[config.mk]
export PLATFORM = sky130hd
export DESIGN_NAME = ecc_fault_status
export DESIGN_NICKNAME = d
export VERILOG_FILES = /design/src/rtl/ecc_fault_pkg.sv /design/src/rtl/ecc_evt_stage.sv /design/src/rtl/ecc_flag_bank.sv /design/src/rtl/ecc_fault_status.sv
export SDC_FILE = /design/constraint.sdc
export NUM_CORES = 1
export LEC_CHECK = 0
export BUFFER_PORTS_ARGS = -buffer_cell sky130_fd_sc_hd__clkbuf_2
export CAP_MARGIN = 25
export CELL_PAD_IN_SITES_DETAIL_PLACEMENT = 0
export CELL_PAD_IN_SITES_GLOBAL_PLACEMENT = 2
export CORE_UTILIZATION = 14
export DETAILED_ROUTE_END_ITERATION = 16
export PLACE_DENSITY = 0.86
export REMOVE_ABC_BUFFERS = 1
export SYNTH_ARGS = -nofsm -noshare
export SYNTH_HDL_FRONTEND = slang
export SYNTH_SLANG_ARGS = --single-unit
[constraint.sdc]
create_clock -name clk -period 1.6 [get_ports clk]
set_input_delay 0.16 -clock clk [delete_from_list [all_inputs] [get_ports clk]]
set_output_delay 0.16 -clock clk [all_outputs]
set_load 0.02 [all_outputs]
[src/rtl/ecc_fault_pkg.sv]
package ecc_fault_pkg;

    localparam int FLAG_NUM = 2;
    localparam int SB_BIT   = 0;
    localparam int DB_BIT   = 1;

    typedef logic [FLAG_NUM-1:0] flag_vec_t;

    typedef struct packed {
        flag_vec_t pend;
    } stage_regs_t;

    typedef struct packed {
        flag_vec_t flag;
    } bank_regs_t;

endpackage

[src/rtl/ecc_evt_stage.sv]
module ecc_evt_stage
    import ecc_fault_pkg::*;
(
    input  logic      clk,
    input  logic      rst_n,
    input  logic      sb_evt,
    input  logic      db_evt,
    input  logic      busy_evt,
    input  logic      ignore_sb,
    input  flag_vec_t flag_q,
    output flag_vec_t pend_q
);

    stage_regs_t r_d, r_q;
    flag_vec_t   raw;

    // Qualify the incoming strobes, then keep only those whose flag is clear now.
    always_comb begin
        raw         = '0;
        raw[SB_BIT] = (sb_evt | busy_evt) & ~ignore_sb;
        raw[DB_BIT] = db_evt | busy_evt;
        r_d         = r_q;
        r_d.pend    = raw & ~flag_q;
    end

    always_ff @(posedge clk or negedge rst_n) begin
        if (!rst_n) r_q <= '0;
        else        r_q <= r_d;
    end

    assign pend_q = r_q.pend;

    AST_IGNORE_DROPS_SB: assert property (@(posedge clk) disable iff (!rst_n)
        ignore_sb |=> !pend_q[SB_BIT]);

    AST_BUSY_RAISES_DB: assert property (@(posedge clk) disable iff (!rst_n)
        (busy_evt && !flag_q[DB_BIT]) |=> pend_q[DB_BIT]);

    for (genvar i = 0; i < FLAG_NUM; i++) begin : g_gate_chk
        AST_GATED_WHILE_SET: assert property (@(posedge clk) disable iff (!rst_n)
            flag_q[i] |=> !pend_q[i]);
    end

endmodule

[src/rtl/ecc_flag_bank.sv]
module ecc_flag_bank
    import ecc_fault_pkg::*;
(
    input  logic      clk,
    input  logic      rst_n,
    input  flag_vec_t pend_q,
    input  flag_vec_t clr_mask,
    output flag_vec_t flag_q
);

    bank_regs_t r_d, r_q;

    // Sticky set from the stage; a clear in the same cycle takes priority.
    always_comb begin
        r_d      = r_q;
        r_d.flag = (r_q.flag | pend_q) & ~clr_mask;
    end

    always_ff @(posedge clk or negedge rst_n) begin
        if (!rst_n) r_q <= '0;
        else        r_q <= r_d;
    end

    assign flag_q = r_q.flag;

    for (genvar i = 0; i < FLAG_NUM; i++) begin : g_flag_chk
        AST_CLEAR_WINS: assert property (@(posedge clk) disable iff (!rst_n)
            clr_mask[i] |=> !flag_q[i]);

        AST_FLAG_STICKY: assert property (@(posedge clk) disable iff (!rst_n)
            (flag_q[i] && !clr_mask[i]) |=> flag_q[i]);

        AST_SET_VIA_STAGE: assert property (@(posedge clk) disable iff (!rst_n)
            $rose(flag_q[i]) |-> $past(pend_q[i]));
    end

endmodule

[src/rtl/ecc_fault_status.sv]
module ecc_fault_status
    import ecc_fault_pkg::*;
#(
    parameter int REG_W = 8
) (
    input  logic             clk,
    input  logic             rst_n,
    input  logic             reg_wr,
    input  logic [REG_W-1:0] reg_wdata,
    output logic [REG_W-1:0] reg_rdata,
    input  logic             ecc_sb_evt,
    input  logic             ecc_db_evt,
    input  logic             busy_rd_evt,
    input  logic             cfg_sb_ignore,
    input  logic             sb_irq_en,
    output logic             sb_irq
);

    localparam int RSVD_W = REG_W - FLAG_NUM;

    flag_vec_t pend_q;
    flag_vec_t flag_q;
    flag_vec_t clr_mask;

    assign clr_mask = reg_wr ? reg_wdata[FLAG_NUM-1:0] : '0;

    ecc_evt_stage u_stage (
        .clk       (clk),
        .rst_n     (rst_n),
        .sb_evt    (ecc_sb_evt),
        .db_evt    (ecc_db_evt),
        .busy_evt  (busy_rd_evt),
        .ignore_sb (cfg_sb_ignore),
        .flag_q    (flag_q),
        .pend_q    (pend_q)
    );

    ecc_flag_bank u_bank (
        .clk      (clk),
        .rst_n    (rst_n),
        .pend_q   (pend_q),
        .clr_mask (clr_mask),
        .flag_q   (flag_q)
    );

    assign reg_rdata = {{RSVD_W{1'b0}}, flag_q};
    assign sb_irq    = flag_q[SB_BIT] & sb_irq_en;

    AST_IRQ_NEEDS_ENABLE: assert property (@(posedge clk) disable iff (!rst_n)
        !sb_irq_en |-> !sb_irq);

endmodule

==> reports/qor.yml <==
endpoint_kind: "output port"
setup_viol: 0
cts_buffers: 3
initial_core_util_pct: 15.1
slowest_stage: "dfrtp_1"
fp-row-count: 13
syn_area_um2: 199
power.combinational.fraction_pct: 21.9
syn_inst: 20
grt_pass1_vias: 149
synth-seq-cells: 4
power_uw: 324
cts-hold-fix-buffers: 1
htree_levels: 1
die_w_um: 39.7
path_cells: "and2_2, clkbuf_2"
clock_latency_ps: 230
seq_area_frac_synth_pct: 50.3
port_buffers: 12
post_cts_resized: 0
die_h_um: 39.7
p_switching_uw: 96.7
power_switching_share_pct: 29.9
hold_viol_final: 0
layout_min_cycle_time_ps: 1130
tns_ps: 0
area_growth_syn_to_layout_pct: 42.8
grt_max_degree: 5
hold_class: "input pin to flop"
cts_tree: "built"
dr.pass1.iters: 1
final_nets: 53
min_path_cells: 2
synth_cell_types: 8
period_share_pct: 70.8
rsz0062_at_grt: "false"
dieArea_um2: 1580
p_leak_uw: 0.000155
hold_start: "cfg_sb_ignore"
vias: 160
maxCapViolCount: 0
arrival_ps: 970
io_pins: 25
crit_path_start_kind: "flop"
max-vdd-ir-drop_mv: 0.192
grt-ovfl-total: 0
timing.fmax_mhz: 883
drive_above_1_share_pct: 51.4
grt_first_pass_wirelength_um: 586
postRouteAntennaNets: 0
viasPerCell: 3.20
path_class: "flop to output port"
status: "complete, no violations"
hpwl_um: 330
p_int_uw: 227
reg2reg_depth: 2
drc_errors: 0
num_antenna_cells: 0
wl_per_cell_um: 7.72
p_per_area_nw_per_um2: 1140
final.setup_skew_ps: 1.15
routed_wl_um: 386
drt_iter0_drc: 0
path_max_fanout: 4
slew_viol_final: 0
clkTransAtPathRegs_ps: 40
clock_path_buffers: 2
clock-sinks: 4
core_area_um2: 1320
slowest_delay_ps: 410
grt_use_total_pct: 7.14
reg2reg_to: "u_bank.flag_q[0]$_DFF_PN0_"
required_ps: 1440
antenna_found_initial: 0
sequentialPowerShare_pct: 39.5
p_clk_share_pct: 38.6
root_buffer: "clkbuf_4"
hold_path_end: "u_stage.pend_q[0]$_DFF_PN0_"
cts_setup_buffers: 0
place_congestion: 0.577
finalHoldWorstSlack_ps: 85.0
nFillCells: 153
r2r_slack_ps: 890
avgSynthCellArea_um2: 9.95
reg2reg_from: "u_bank.flag_q[0]$_DFF_PN0_"
synth_warnings: 0
-- cell families (layout without fill, tap and decap cells) --
family / count (synthesis) / in the layout / synth area share, %
compound gates: 2 / 2 / 6.92
simple gates: 7 / 7 / 18.2
buf+inv: 6 / 16 / 22.6
flops: 4 / 4 / 50.3
other cells: 1 / 6 / 1.88
-- worst max-delay path: cells and delay by family, from the launching register on --
family / cells / cell delay (ps)
and+or+nand+nor: 1 / 180
buffers and inverters: 1 / 150
DFF: 1 / 410
-- how the worst max path moves through the flow --
stage / start / endpoint / slack (ps) / cells past startpoint
after floorplan: u_bank.flag_q[0]$_DFF_PN0_ / sb_irq / 720 / 1
after global placement: u_bank.flag_q[0]$_DFF_PN0_ / sb_irq / 720 / 2
after detailed placement: u_bank.flag_q[0]$_DFF_PN0_ / sb_irq / 700 / 2
after CTS: u_bank.flag_q[0]$_DFF_PN0_ / sb_irq / 440 / 2
after global routing: u_bank.flag_q[0]$_DFF_PN0_ / sb_irq / 420 / 2
final: u_bank.flag_q[0]$_DFF_PN0_ / sb_irq / 470 / 2
-- per-stage QoR --
stage          cells  setup WS (ps)  util, %  cell area [um2]
3_5_place_dp      46            696     19.1              251
3_3_place_gp      46            718     19.1              251
4_1_cts           50            440     21.6              284
2_1_floorplan     19            722        -              173
6_report          50            467     21.6              284
5_1_grt           50            424     21.6              284
-- synth_stat cells --
cell type	count	area share [%]
a21oi_1	1	2.5
a21oi_2	1	4.4
and2_2	1	3.8
buf_4	6	23
conb_1	1	1.9
dfrtp_1	4	50
nor2_1	5	9.4
nor3_2	1	5.0
-- power groups by stage --
stage | clock (uW) | combinational (uW) | sequential, uW
after floorplan | 0 | 32.4 | 137
after global placement | 0 | 68.6 | 128
after detailed placement | 0 | 70.2 | 130
after CTS | 134 | 72.2 | 129
after global routing | 142 | 79.1 | 129
final | 125 | 70.9 | 128
-- sequential cells by signal, indices dropped and copies added, names as in the netlist --
name,cells
u_stage.pend_q,2
u_bank.flag_q,2
-- per-layer routing --
layer | vias up | share of wire [%] | GRT usage, %
met2 | 12 | 48 | 8.20
met5 | - | 0 | 0
met3 | 2 | 13 | 3.41
met1 | 66 | 37 | 6.71
li1 | 80 | - | -
met4 | 0 | 1.6 | 12.9
-- layout by cell type (no fill, tap or decap) --
| cell | instances |
|---|---|
| a21oi_1 | 1 |
| a21oi_2 | 1 |
| and2_2 | 1 |
| clkbuf_2 | 12 |
| clkbuf_4 | 3 |
| conb_1 | 6 |
| dfrtp_1 | 4 |
| dlygate4sd3_1 | 1 |
| nor2_1 | 5 |
| nor3_2 | 1 |
-- final cells by class --
class / instances / area, um2 / area share [%]
Multi-Input combinational cell: 15 / 72.6 / 25.6
Timing Repair Buffer: 13 / 70.1 / 24.7
Sequential cell: 4 / 100 / 35.2
Tap cell: 15 / 18.8 / 6.61
Clock buffer: 3 / 22.5 / 7.93
Note: power is estimated with default switching activity, not from simulation.
